File: src/rtl/nlg_pkg.sv
package nlg_pkg;
  localparam int N_LIM     = 4;
  localparam int N_GAIN    = N_LIM + 1;
  localparam int ADDR_W    = 4;
  localparam int LIM_BASE  = 0;
  localparam int GAIN_BASE = N_LIM;
  localparam int NUM_CFG   = N_LIM + N_GAIN;
  localparam int SEL_W     = $clog2(N_GAIN);
endpackage

File: src/rtl/nlg_cfg_regs.sv
module nlg_cfg_regs
  import nlg_pkg::*;
#(
  parameter int ERR_W  = 12,
  parameter int GAIN_W = 4,
  parameter int SHIFT  = 2
) (
  input  logic                              clk_i,
  input  logic                              rst_ni,
  input  logic                              we_i,
  input  logic [ADDR_W-1:0]                 addr_i,
  input  logic [ERR_W-1:0]                  data_i,
  output logic [N_LIM-1:0][ERR_W-1:0]       lim_o,
  output logic [N_GAIN-1:0][GAIN_W-1:0]     gain_o
);
  localparam logic [GAIN_W-1:0] UNITY = GAIN_W'(1 << SHIFT);

  logic [N_LIM-1:0][ERR_W-1:0]   lim_q;
  logic [N_GAIN-1:0][GAIN_W-1:0] gain_q;

  for (genvar k = 0; k < N_LIM; k++) begin : g_lim
    always_ff @(posedge clk_i or negedge rst_ni) begin
      if (!rst_ni)                                      lim_q[k] <= '0;
      else if (we_i && addr_i == ADDR_W'(LIM_BASE + k)) lim_q[k] <= data_i;
    end
  end

  for (genvar k = 0; k < N_GAIN; k++) begin : g_gain
    always_ff @(posedge clk_i or negedge rst_ni) begin
      if (!rst_ni)                                       gain_q[k] <= UNITY;
      else if (we_i && addr_i == ADDR_W'(GAIN_BASE + k)) gain_q[k] <= data_i[GAIN_W-1:0];
    end
  end

  assign lim_o  = lim_q;
  assign gain_o = gain_q;

  // writes outside the map leave every register untouched
  a_r10_ignore_addr: assert property (@(posedge clk_i) disable iff (!rst_ni)
    (we_i && addr_i >= ADDR_W'(NUM_CFG)) |=> ($stable(lim_q) && $stable(gain_q)));
endmodule

File: src/rtl/nlg_region_sel.sv
module nlg_region_sel
  import nlg_pkg::*;
#(
  parameter int ERR_W = 12
) (
  input  logic signed [ERR_W-1:0]      err_i,
  input  logic [N_LIM-1:0][ERR_W-1:0]  lim_i,
  output logic [SEL_W-1:0]             sel_o
);
  logic above0, above1, below2, below3;

  // upper thresholds: strict greater; lower: strict less -> ties fall inward
  assign above0 = err_i > $signed(lim_i[0]);
  assign above1 = err_i > $signed(lim_i[1]);
  assign below2 = err_i < $signed(lim_i[2]);
  assign below3 = err_i < $signed(lim_i[3]);

  always_comb begin
    if (above0)      sel_o = SEL_W'(0);
    else if (above1) sel_o = SEL_W'(1);
    else if (below3) sel_o = SEL_W'(4);
    else if (below2) sel_o = SEL_W'(3);
    else             sel_o = SEL_W'(2);
  end
endmodule

File: src/rtl/nlg_scale.sv
module nlg_scale #(
  parameter int ERR_W  = 12,
  parameter int GAIN_W = 4,
  parameter int OUT_W  = 12,
  parameter int SHIFT  = 2
) (
  input  logic signed [ERR_W-1:0] err_i,
  input  logic [GAIN_W-1:0]       gain_i,
  output logic [OUT_W-1:0]        res_o
);
  localparam int PW    = ERR_W + GAIN_W + 1;
  localparam int O_MAX = (1 << (OUT_W - 1)) - 1;
  localparam int O_MIN = -(1 << (OUT_W - 1));

  logic signed [PW-1:0] prod;
  logic signed [PW-1:0] shifted;
  int                   sh_i;

  assign prod    = PW'(err_i) * $signed({1'b0, gain_i});
  assign shifted = prod >>> SHIFT;
  assign sh_i    = int'(shifted);

  always_comb begin
    if (sh_i > O_MAX)      res_o = OUT_W'(O_MAX);
    else if (sh_i < O_MIN) res_o = OUT_W'(O_MIN);
    else                   res_o = OUT_W'(sh_i);
  end
endmodule

File: src/rtl/nonlinear_err_gain.sv
module nonlinear_err_gain
  import nlg_pkg::*;
#(
  parameter int ERR_W  = 12,
  parameter int GAIN_W = 4,
  parameter int OUT_W  = 12,
  parameter int SHIFT  = 2
) (
  input  logic              clk_i,
  input  logic              rst_ni,
  input  logic              cfg_we_i,
  input  logic [3:0]        cfg_addr_i,
  input  logic [ERR_W-1:0]  cfg_data_i,
  input  logic              valid_i,
  input  logic [ERR_W-1:0]  err_i,
  output logic              valid_o,
  output logic [OUT_W-1:0]  data_o
);
  logic [N_LIM-1:0][ERR_W-1:0]   lim;
  logic [N_GAIN-1:0][GAIN_W-1:0] gain;
  logic [SEL_W-1:0]              sel;
  logic [GAIN_W-1:0]             sel_gain;
  logic [OUT_W-1:0]              res;
  logic signed [ERR_W-1:0]       err_s;

  assign err_s = $signed(err_i);

  nlg_cfg_regs #(.ERR_W(ERR_W), .GAIN_W(GAIN_W), .SHIFT(SHIFT)) i_cfg (
    .clk_i  (clk_i),
    .rst_ni (rst_ni),
    .we_i   (cfg_we_i),
    .addr_i (cfg_addr_i),
    .data_i (cfg_data_i),
    .lim_o  (lim),
    .gain_o (gain)
  );

  nlg_region_sel #(.ERR_W(ERR_W)) i_sel (
    .err_i (err_s),
    .lim_i (lim),
    .sel_o (sel)
  );

  assign sel_gain = gain[sel];

  nlg_scale #(.ERR_W(ERR_W), .GAIN_W(GAIN_W), .OUT_W(OUT_W), .SHIFT(SHIFT)) i_scale (
    .err_i  (err_s),
    .gain_i (sel_gain),
    .res_o  (res)
  );

  always_ff @(posedge clk_i or negedge rst_ni) begin
    if (!rst_ni) begin
      valid_o <= 1'b0;
      data_o  <= '0;
    end else begin
      valid_o <= valid_i;
      if (valid_i) data_o <= res;
    end
  end

  a_r8_valid_delay: assert property (@(posedge clk_i) disable iff (!rst_ni)
    valid_o == $past(valid_i));

  a_r8_hold: assert property (@(posedge clk_i) disable iff (!rst_ni)
    !valid_i |=> $stable(data_o));

  a_r2_top_band: assert property (@(posedge clk_i) disable iff (!rst_ni)
    (err_s > $signed(lim[0])) |-> sel == SEL_W'(0));

  a_r5_bottom_band: assert property (@(posedge clk_i) disable iff (!rst_ni)
    (err_s < $signed(lim[3]) && err_s <= $signed(lim[1])) |-> sel == SEL_W'(4));

  a_r7_no_wrap_pos: assert property (@(posedge clk_i) disable iff (!rst_ni)
    (valid_i && err_s > 0 && sel_gain != '0) |=> !data_o[OUT_W-1]);

  a_r7_no_wrap_neg: assert property (@(posedge clk_i) disable iff (!rst_ni)
    (valid_i && err_s < 0 && sel_gain != '0) |=> data_o[OUT_W-1]);
endmodule

File: config.mk
export PLATFORM = sky130hd
export DESIGN_NAME = nonlinear_err_gain
export DESIGN_NICKNAME = d
export VERILOG_FILES = /design/src/rtl/nlg_pkg.sv /design/src/rtl/nlg_cfg_regs.sv /design/src/rtl/nlg_region_sel.sv /design/src/rtl/nlg_scale.sv /design/src/rtl/nonlinear_err_gain.sv
export SDC_FILE = /design/constraint.sdc
export NUM_CORES = 1
export LEC_CHECK = 0
export BUFFER_PORTS_ARGS = -buffer_cell sky130_fd_sc_hd__buf_2
export CAP_MARGIN = 20
export CORE_MARGIN = 10
export CORE_UTILIZATION = 30
export DETAILED_ROUTE_END_ITERATION = 12
export SKIP_LAST_GASP = 1
export SLEW_MARGIN = 20
export SYNTH_ARGS = -nofsm -noshare
export SYNTH_HDL_FRONTEND = slang
export SYNTH_SLANG_ARGS = --single-unit
File: constraint.sdc
create_clock -name clk_i -period 10.82 [get_ports clk_i]
set_clock_uncertainty 0.05 [all_clocks]
set_input_delay 0 -clock clk_i [delete_from_list [all_inputs] [get_ports clk_i]]
set_output_delay 0 -clock clk_i [all_outputs]
set_load 0.05 [all_outputs]
# Yosys cells after proc, flatten, opt, wreduce, memory -nomap -nowiden
# Cells that the tools add are included.
[totals]
regBits = 81
input_bits = 32
out_inout_bits = 13
word_cells = 45
[classes]
n_mul = 1
order_cmp = 7
eq_ne = 8
n_mux = 8
n_reduce_logical = 10
[ops]
columns = ["cell", "n"]
rows = [
  ["$gt A12 B12 Y1", 2],
  ["$lt A12 B12 Y1", 2],
  ["$mux W12", 2],
  ["$mul A12 B5 Y17", 1],
  ["$eq A4 B3 Y1 const B", 4],
  ["$gt A15 B12 Y1 const B", 1],
  ["$lt A15 B12 Y1 const B", 1],
  ["$bmux W4 S3", 1],
  ["$logic_and A1 B1 Y1", 9],
  ["$mux W3", 3],
  ["$eq A4 B2 Y1 const B", 2],
  ["$eq A4 B1 Y1 const B", 1],
  ["$eq A4 B4 Y1 const B", 1],
  ["$logic_not A4 Y1", 1],
  ["$lt A3 B4 Y1 const B", 1],
  ["$mux W4", 1],
  ["$mux W1", 1],
]

# Longest topological paths before layout
# Gate-level depths: netlist of run 1.
[depth]
ltp_word = 11
mapped_depth = 28
ltp_nobuf = 26

# By module
# A second synthesis of run 1 with hierarchy kept.
[unflattened]
hier_cells = 609
area_unflattened_um2 = 6543.8
[by_module_without_submodules]
columns = ["module", "n_inst", "cells_per_inst", "area_each_um2", "seq_area_each_um2"]
rows = [
  ["nlg_cfg_regs", 1, 153, 2627.5, 1707.9],
  ["nlg_scale", 1, 247, 2049.5, 0.0],
  ["nlg_region_sel", 1, 162, 1214.9, 0.0],
  ["nonlinear_err_gain", 1, 47, 651.9, 325.3],
]

# Least setup slack after synthesis of run 1
# Ideal clock, no wire load.
[synth_path]
kind = "register to register"
from = "register i_cfg.lim_q (netlist bit i_cfg.lim_o[23])"
to = "register data_o[3]"
arrival_time_ns = 6.456
setup_slack_ns = 4.160
path_stages_with_launch = 29
path_buffers = 2
period_less_slack_ns = 6.660
path_cell_list = "dfrtp_1 inv_1 ha_1 nand4_1 or2_1 a221o_1 a21oi_1 nor2_1 o21ai_2 mux2_2 mux2i_1 clkbuf_2 and2_1 ha_1 fa_1 inv_1 fa_1 inv_1 ha_1 a21o_1 a21o_1 a2111o_1 a31o_1 a21oi_2 xor2_1 a211oi_2 o31ai_4 buf_6 o221ai_1"
[synth_between]
elab_chain_len = 9
[synth_lines]
columns = ["item", "line_no", "text"]
rows = [
  ["from (decl)", "nlg_cfg_regs.sv:18", "logic [N_LIM-1:0][ERR_W-1:0] lim_q;"],
  ["from (signal, indexed assignment)", "nlg_cfg_regs.sv:24", "else if (we_i && addr_i == ADDR_W'(LIM_BASE + k)) lim_q[k] <= data_i;"],
  ["$gt A12 B12 Y1 (*)", "nlg_region_sel.sv:14", "assign above1 = err_i > $signed(lim_i[1]);"],
  ["$mux W3 (*)", "nlg_region_sel.sv:20", "else if (above1) sel_o = SEL_W'(1);"],
  ["$mux W3 (*)", "nlg_region_sel.sv:19", "if (above0) sel_o = SEL_W'(0);"],
  ["$bmux W4 S3 (*)", "nonlinear_err_gain.sv:44", "assign sel_gain = gain[sel];"],
  ["$mux W4 (not written as such) (*)", "nonlinear_err_gain.sv:44", ""],
  ["$mul A12 B5 Y17 (*)", "nlg_scale.sv:19", "assign prod = PW'(err_i) * $signed({1'b0, gain_i});"],
  ["$lt A15 B12 Y1", "nlg_scale.sv:25", "else if (sh_i < O_MIN) res_o = OUT_W'(O_MIN);"],
  ["$mux W12", "nlg_scale.sv:25", ""],
  ["$mux W12 (*)", "nlg_scale.sv:24", "if (sh_i > O_MAX) res_o = OUT_W'(O_MAX);"],
  ["to (signal assigned)", "nonlinear_err_gain.sv:58", "if (valid_i) data_o <= res;"],
  ["to (decl)", "nonlinear_err_gain.sv:17", "output logic [OUT_W-1:0] data_o"],
]
# Every way passes the cells marked *; elsewhere a longest branch is shown, timed or not. The select of a mux whose other input is x is not followed.
# A chain may end at the register's enable or synchronous reset.

# Worst setup path in the final report of run 1
[layout_path]
from = "register i_cfg.lim_q (netlist bit i_cfg.lim_o[21])"
to = "register data_o[3]"
# Same word-level chain as after synthesis.

==> results.sh, run 1 <==
export IMPL_synth_most_common_cell="inv_1"
export IMPL_yosys_area_top_type="dfrtp_1"
export IMPL_die_w_um=166
export IMPL_clkSinkCount=81
export IMPL_die_area_um2=27500
export IMPL_hold_viol=0
export IMPL_synth_edf_count=0
export IMPL_async_reset_ff_share_pct=100
export IMPL_netlist_area_um2=6390
export IMPL_tightest_slew_ns=0.956
export IMPL_cts_tree="built"
export IMPL_layout_drive_gt1_share_pct=21.7
export IMPL_rsz0062_at_grt="no"
export IMPL_r2r_start="i_cfg.lim_o[21]"
export IMPL_synth_common_cells="101 x inv_1, 77 x ha_1, 76 x dfrtp_1, 59 x mux2_2, 42 x nand2_1"
export IMPL_period_minus_slack_ns=7.70
export IMPL_coreArea_um2=21000
export IMPL_p_sw_share_pct=44.3
export IMPL_synthCells=621
export IMPL_combPwrFrac_pct=59.3
export IMPL_vias_per_cell=4.69
export IMPL_critPathLaunch="i_cfg.lim_o[21]"
export IMPL_ys_types=71
export IMPL_diodes=0
export IMPL_grt_max_degree=70
export IMPL_pin_count=45
export IMPL_wl_mm=14.5
export IMPL_clock_latency_ns=0.35
export IMPL_max_freq_mhz=130
export IMPL_routedWlPerCell_um=15.1
export IMPL_post_route_period_util_pct=71.2
export IMPL_initial_core_util_pct=30.4
export IMPL_path_max_fanout=13
export IMPL_drc_errors=0
export IMPL_required_ns=10.96
export IMPL_gp_congestion=0.796
export IMPL_dp_final_hpwl_mm=11.5
export IMPL_min_from="cfg_addr_i[0]"
export IMPL_slew_viol_final=0
export IMPL_postRouteAntennaNets=0
export IMPL_synth_warnings=0
export IMPL_synth_area_leaders="dfrtp_1 30%, ha_1 15%, mux2_2 10%"
export IMPL_ys_ff_latch=81
export IMPL_post_cts_buffers=0
export IMPL_numCtsBuffers=9
export IMPL_cts_hold_buf=15
export IMPL_portBuffers=44
export IMPL_hold_path_class="input pin to flip-flop"
export IMPL_fin_setup_tns_ns=0
export IMPL_maxSlewHeadroom_pct=36.3
export IMPL_critPathCaptureType="flip-flop"
export IMPL_synth_top_area_share_pct=29.8
export IMPL_hold_ws_ns=0.0910
export IMPL_avgSynthCellArea_um2=10.3
export IMPL_outcome="completed"
export IMPL_start_kind="flip-flop"
export IMPL_grt_ovfl_total=0
export IMPL_p_leak_nw=3.61
export IMPL_first_global_vias=4658
export IMPL_critPathArrivalTime_ns=7.84
export IMPL_power_density_nw_per_um2=247
export IMPL_setup_violations=0
export IMPL_fin_nets=815
export IMPL_cts_resized=0
export IMPL_vias=4511
export IMPL_vdd_drop_max_mv=0.105
export IMPL_power_frac_seq_pct=23.7
export IMPL_syn_to_final_growth_pct=15.1
export IMPL_rows=53
export IMPL_cap_violations=0
export IMPL_root_buffer="clkbuf_16"
export IMPL_path_class="flip-flop to flip-flop"
export IMPL_grt_first_pass_wirelength_mm=24.1
export IMPL_clock_power_share_pct=17.0
export IMPL_chipHeight_um=166
export IMPL_grt_total_usage_pct=10.7
export IMPL_cts_buffer_depth=2
export IMPL_clkTransAtPathRegs_ns=0.06
export IMPL_drtIter0Drc=244
export IMPL_seq_area_frac_synth_pct=31.8
export IMPL_synth_flop_cell="dfrtp_1"
export IMPL_syn_num_nets=755
export IMPL_p_sw_mw=0.805
export IMPL_antenna_found_initial=0
export IMPL_htree_num_levels=3
export IMPL_drtPass1Iterations=4
export IMPL_internal_power_mw=1.01
through the flow:
step	util, %	instance area (µm²)	std cells	worst slack, ns	power [mW]
2_1_floorplan	-	6390	621	4.16	1.30
3_3_place_gp	32.9	6910	930	3.29	1.51
3_5_place_dp	32.9	6910	930	3.14	1.52
4_1_cts	35.0	7350	961	3.12	1.85
5_1_grt	35.0	7350	961	2.55	2.00
6_report	35.0	7350	961	3.12	1.82
critical path, stage by stage (launching register included):
cell and delay, ns:
dfrtp_1 0.35, inv_1 0.05, ha_1 0.28, nand4_1 0.12, or2_1 0.26, a221o_1 0.29
a21oi_1 0.37, nor2_1 0.12, o21ai_2 0.29, mux2_2 0.37, mux2i_1 0.65, and2_1 0.23
ha_1 0.25, fa_1 0.54, inv_1 0.06, fa_1 0.53, inv_1 0.04, ha_1 0.34
a21o_1 0.19, a21o_1 0.20, a2111o_1 0.41, a31o_1 0.22, a21oi_2 0.18, xor2_1 0.26
a211oi_2 0.11, o31ai_4 0.56, o221ai_1 0.21
layout by cell type, fill, tap and decap left out, types with 6 or more instances in the layout:
| cell | netlist | layout |
|---|---|---|
| dfrtp_1 | 76 | 76 |
| and2_1 | 37 | 37 |
| clkbuf_16 | 0 | 9 |
| dlygate4sd3_1 | 0 | 15 |
| nor2_1 | 13 | 13 |
| xnor2_1 | 7 | 7 |
| fa_1 | 25 | 25 |
| o21ai_0 | 20 | 20 |
| nor3_1 | 7 | 7 |
| ha_1 | 77 | 77 |
| a21o_1 | 10 | 10 |
| xor2_1 | 10 | 10 |
| mux2_2 | 59 | 59 |
| mux2i_1 | 6 | 6 |
| nand2_1 | 42 | 42 |
| buf_2 | 1 | 43 |
| inv_1 | 101 | 101 |
| a21oi_1 | 18 | 18 |
state kept, by name, indices dropped and copies added, names as in the netlist:
name / count
data_o: 12
i_cfg.gain_o: 20
i_cfg.lim_o: 48
valid_o: 1
layer usage:
metal	routed length (µm)	up-vias	part of all wire [%]	GRT usage [%]
met2	6800	61	47	17.7
met3	546	11	3.8	2.56
met1	6940	2192	48	13.3
met4	177	0	1.2	3.35
met5	0	-	0	0
li1	-	2247	-	-
final cells by class:
type,instances,area [µm²]
fill,2124,13700
timing repair buffer,61,388
sequential,81,2030
multi-input combinational,427,3920
clock buffer,10,229
clock inverter,6,65.1
tap,275,344
inverter,101,379
power groups by stage:
| stage | logic [mW] | clock network, mW | registers [mW] |
|---|---|---|---|
| after global placement | 1.07 | 0 | 0.435 |
| after global routing | 1.23 | 0.332 | 0.441 |
| after floorplan | 0.789 | 0 | 0.509 |
| after CTS | 1.10 | 0.320 | 0.432 |
| after detailed placement | 1.08 | 0 | 0.438 |
| final | 1.08 | 0.309 | 0.432 |
cell families (layout without fill, tap and decap cells):
logic type               Yosys count  after routing  share of synthesized area [%]
flip-flops                        81             81                           31.8
multiplexers                      65             65                           11.3
AND/OR/NAND/NOR                  137            137                           11.6
AO/OA/AOI/OAI                    106            106                           13.1
buffers and inverters            113            178                           6.89
adder cells (fa/ha/maj)          102            102                           22.9
XOR/XNOR                          17             17                           2.33
path summary, 6_finish.rpt:
check / endpoint / slack [ns] / depth (start not counted)
min in group asynchronous: data_o[11] / 0.37 / 3
max: data_o[3] / 3.12 / 26
max in group asynchronous: data_o[0] / 9.70 / 3
max reg2reg: data_o[3] / 3.12 / 26
min: i_cfg.gain_o[8] / 0.09 / 3
min reg2reg: data_o[11] / 0.44 / 1
(Power assumes the default switching activity.)
==> inputs of run 2 (changes only) <==
==> constraint.sdc (replaced) <==
create_clock -name clk_i -period 7.4 [get_ports clk_i]
set_clock_uncertainty 0.05 [all_clocks]
set_input_delay 0 -clock clk_i [delete_from_list [all_inputs] [get_ports clk_i]]
set_output_delay 0 -clock clk_i [all_outputs]
set_load 0.05 [all_outputs]
==> results.sh, run 2 (synthesis results as in run 1) <==
export IMPL_outcome="completed"
export IMPL_path_class="flip-flop to flip-flop"
export IMPL_grt_total_usage_pct=10.7
export IMPL_fin_nets=819
export IMPL_chipHeight_um=166
export IMPL_hold_viol=0
export IMPL_final_cell_area_um2=7410
export IMPL_critPathCaptureType="flip-flop"
export IMPL_busiest_layer="met2"
export IMPL_vias_per_cell=4.69
export IMPL_final_cell_mix="101 x inv_1, 77 x ha_1, 76 x dfrtp_1"
export IMPL_grt_first_pass_wirelength_mm=24.5
export IMPL_cts_buffer_depth=2
export IMPL_crit_cells=28
export IMPL_syn_to_final_growth_pct=16.0
export IMPL_gp_congestion=0.796
export IMPL_use_met1_pct=13.7
export IMPL_diodes=0
export IMPL_start_kind="flip-flop"
export IMPL_postRouteAntennaNets=0
export IMPL_setup_violations=0
export IMPL_die_w_um=166
export IMPL_reg2reg_to="data_o[3]"
export IMPL_htree_num_levels=3
export IMPL_place_inst=932
export IMPL_portBuffers=44
export IMPL_clkTransAtPathRegs_ns=0.07
export IMPL_clock_latency_ns=0.35
export IMPL_rows=53
export IMPL_r2r_start="i_cfg.lim_o[23]"
export IMPL_critPathCapture="data_o[3]"
export IMPL_hold_path_class="input pin to flip-flop"
export IMPL_path_max_fanout=13
export IMPL_met3_usage_pct=2.34
export IMPL_wl_mm=14.4
export IMPL_critPathArrivalTime_ns=7.12
export IMPL_maxSlewHeadroom_pct=38.6
export IMPL_clkSinkCount=81
export IMPL_final_common_cell="inv_1"
export IMPL_largest_reg_flops=48
export IMPL_fin_setup_tns_ns=0
export IMPL_r2r_cells=28
export IMPL_die_area_um2=27500
export IMPL_drc_errors=0
export IMPL_placed_area_um2=6930
export IMPL_p_leak_nw=3.64
export IMPL_required_ns=7.54
export IMPL_dp_final_hpwl_mm=11.5
export IMPL_cts_tree="built"
export IMPL_r2r_slack_ns=0.42
export IMPL_tightest_slew_ns=0.895
export IMPL_cap_violations=0
export IMPL_critPathLaunch="i_cfg.lim_o[23]"
export IMPL_vias=4524
export IMPL_grtUsageMet2_pct=17.7
export IMPL_p_total_mw=2.70
export IMPL_first_global_vias=4823
export IMPL_period_minus_slack_ns=6.98
export IMPL_fillCellCount=2144
export IMPL_routedWlPerCell_um=14.9
export IMPL_pin_count=45
export IMPL_grt_max_degree=69
export IMPL_post_route_period_util_pct=94.3
export IMPL_antenna_found_initial=0
export IMPL_power_density_nw_per_um2=364
export IMPL_layout_drive_gt1_share_pct=22.5
export IMPL_hold_ws_ns=0.0894
export IMPL_layoutNonFillerInstCount=965
export IMPL_root_buffer="clkbuf_16"
export IMPL_slowest_stage="fa_1"
export IMPL_critical_path_max_stage_delay_ns=0.54
export IMPL_coreArea_um2=21000
export IMPL_drtIter0Drc=128
export IMPL_cp_top_family="compound AO/OA/AOI/OAI gates"
export IMPL_initial_core_util_pct=30.4
export IMPL_vdd_drop_max_mv=0.139
export IMPL_rsz0062_at_grt="no"
export IMPL_grt_ovfl_total=0
export IMPL_max_freq_mhz=143
export IMPL_worst_path_buf_inv=5
export IMPL_numCtsBuffers=9
export IMPL_slew_viol_final=0
export IMPL_drtPass1Iterations=4
==> run 2: final cells by class <==
| cell class | count | area, µm² | area share, % |
|---|---|---|---|
| Multi-Input combinational cell | 427 | 3940 | 53.2 |
| Sequential cell | 81 | 2030 | 27.4 |
| Timing Repair Buffer | 65 | 418 | 5.64 |
| Inverter | 101 | 379 | 5.12 |
| Tap cell | 275 | 344 | 4.64 |
| Clock buffer | 10 | 239 | 3.22 |
| Clock inverter | 6 | 57.6 | 0.777 |
==> run 2: worst min path at each step <==
stage,from,to,slack [ns],depth (start not counted)
2_1_floorplan,rst_ni,data_o[0],-0.35,0
3_3_place_gp,rst_ni,data_o[9],-0.19,1
3_5_place_dp,rst_ni,data_o[7],-0.19,1
4_1_cts,cfg_addr_i[0],i_cfg.gain_o[8],0.08,4
5_1_grt,cfg_addr_i[0],i_cfg.gain_o[8],0.13,4
6_report,cfg_addr_i[0],i_cfg.gain_o[8],0.09,4
==> run 2: worst reg2reg max path: cells and delay by family, from the launching register on <==
kind	cells	cell delay [ns]
adder cells (fa/ha/maj)	5	1.96
buffers and inverters	5	0.53
flip-flops	1	0.34
AND/OR/NAND/NOR	4	0.61
multiplexers	2	0.49
AO/OA/AOI/OAI	11	2.48
XOR/XNOR	1	0.36
==> run 2: power by group <==
group	leakage [nW]	switching (mW)	internal [mW]	total, mW
Combinational	2.51	0.950	0.674	1.62
Sequential	0.976	0.0577	0.574	0.632
Clock	0.147	0.199	0.245	0.444
==> run 2: per-layer routing <==
| metal | share of wire [%] | vias up | wire length (µm) |
|---|---|---|---|
| met5 | 0 | - | 0 |
| li1 | - | 2259 | - |
| met4 | 1.4 | 0 | 196 |
| met2 | 47 | 53 | 6730 |
| met3 | 3.2 | 18 | 453 |
| met1 | 49 | 2194 | 6980 |
==> run 2: what timing repair did <==
item                                    in CTS  in global routing
resized for setup                            0                  3
endpoints found under the setup margin       0                 11
buffers inserted                             0                  2
hold endpoints to repair                    59                  0
hold buffers                                15                  0
==> run 2: metrics by stage <==
step	setup WS (ns)	utilization (%)
after global routing	0.00651	35.3
after detailed placement	0.119	32.9
after global placement	0.237	32.9
after floorplan	0.740	-
final	0.424	35.3
after CTS	0.0987	35.1
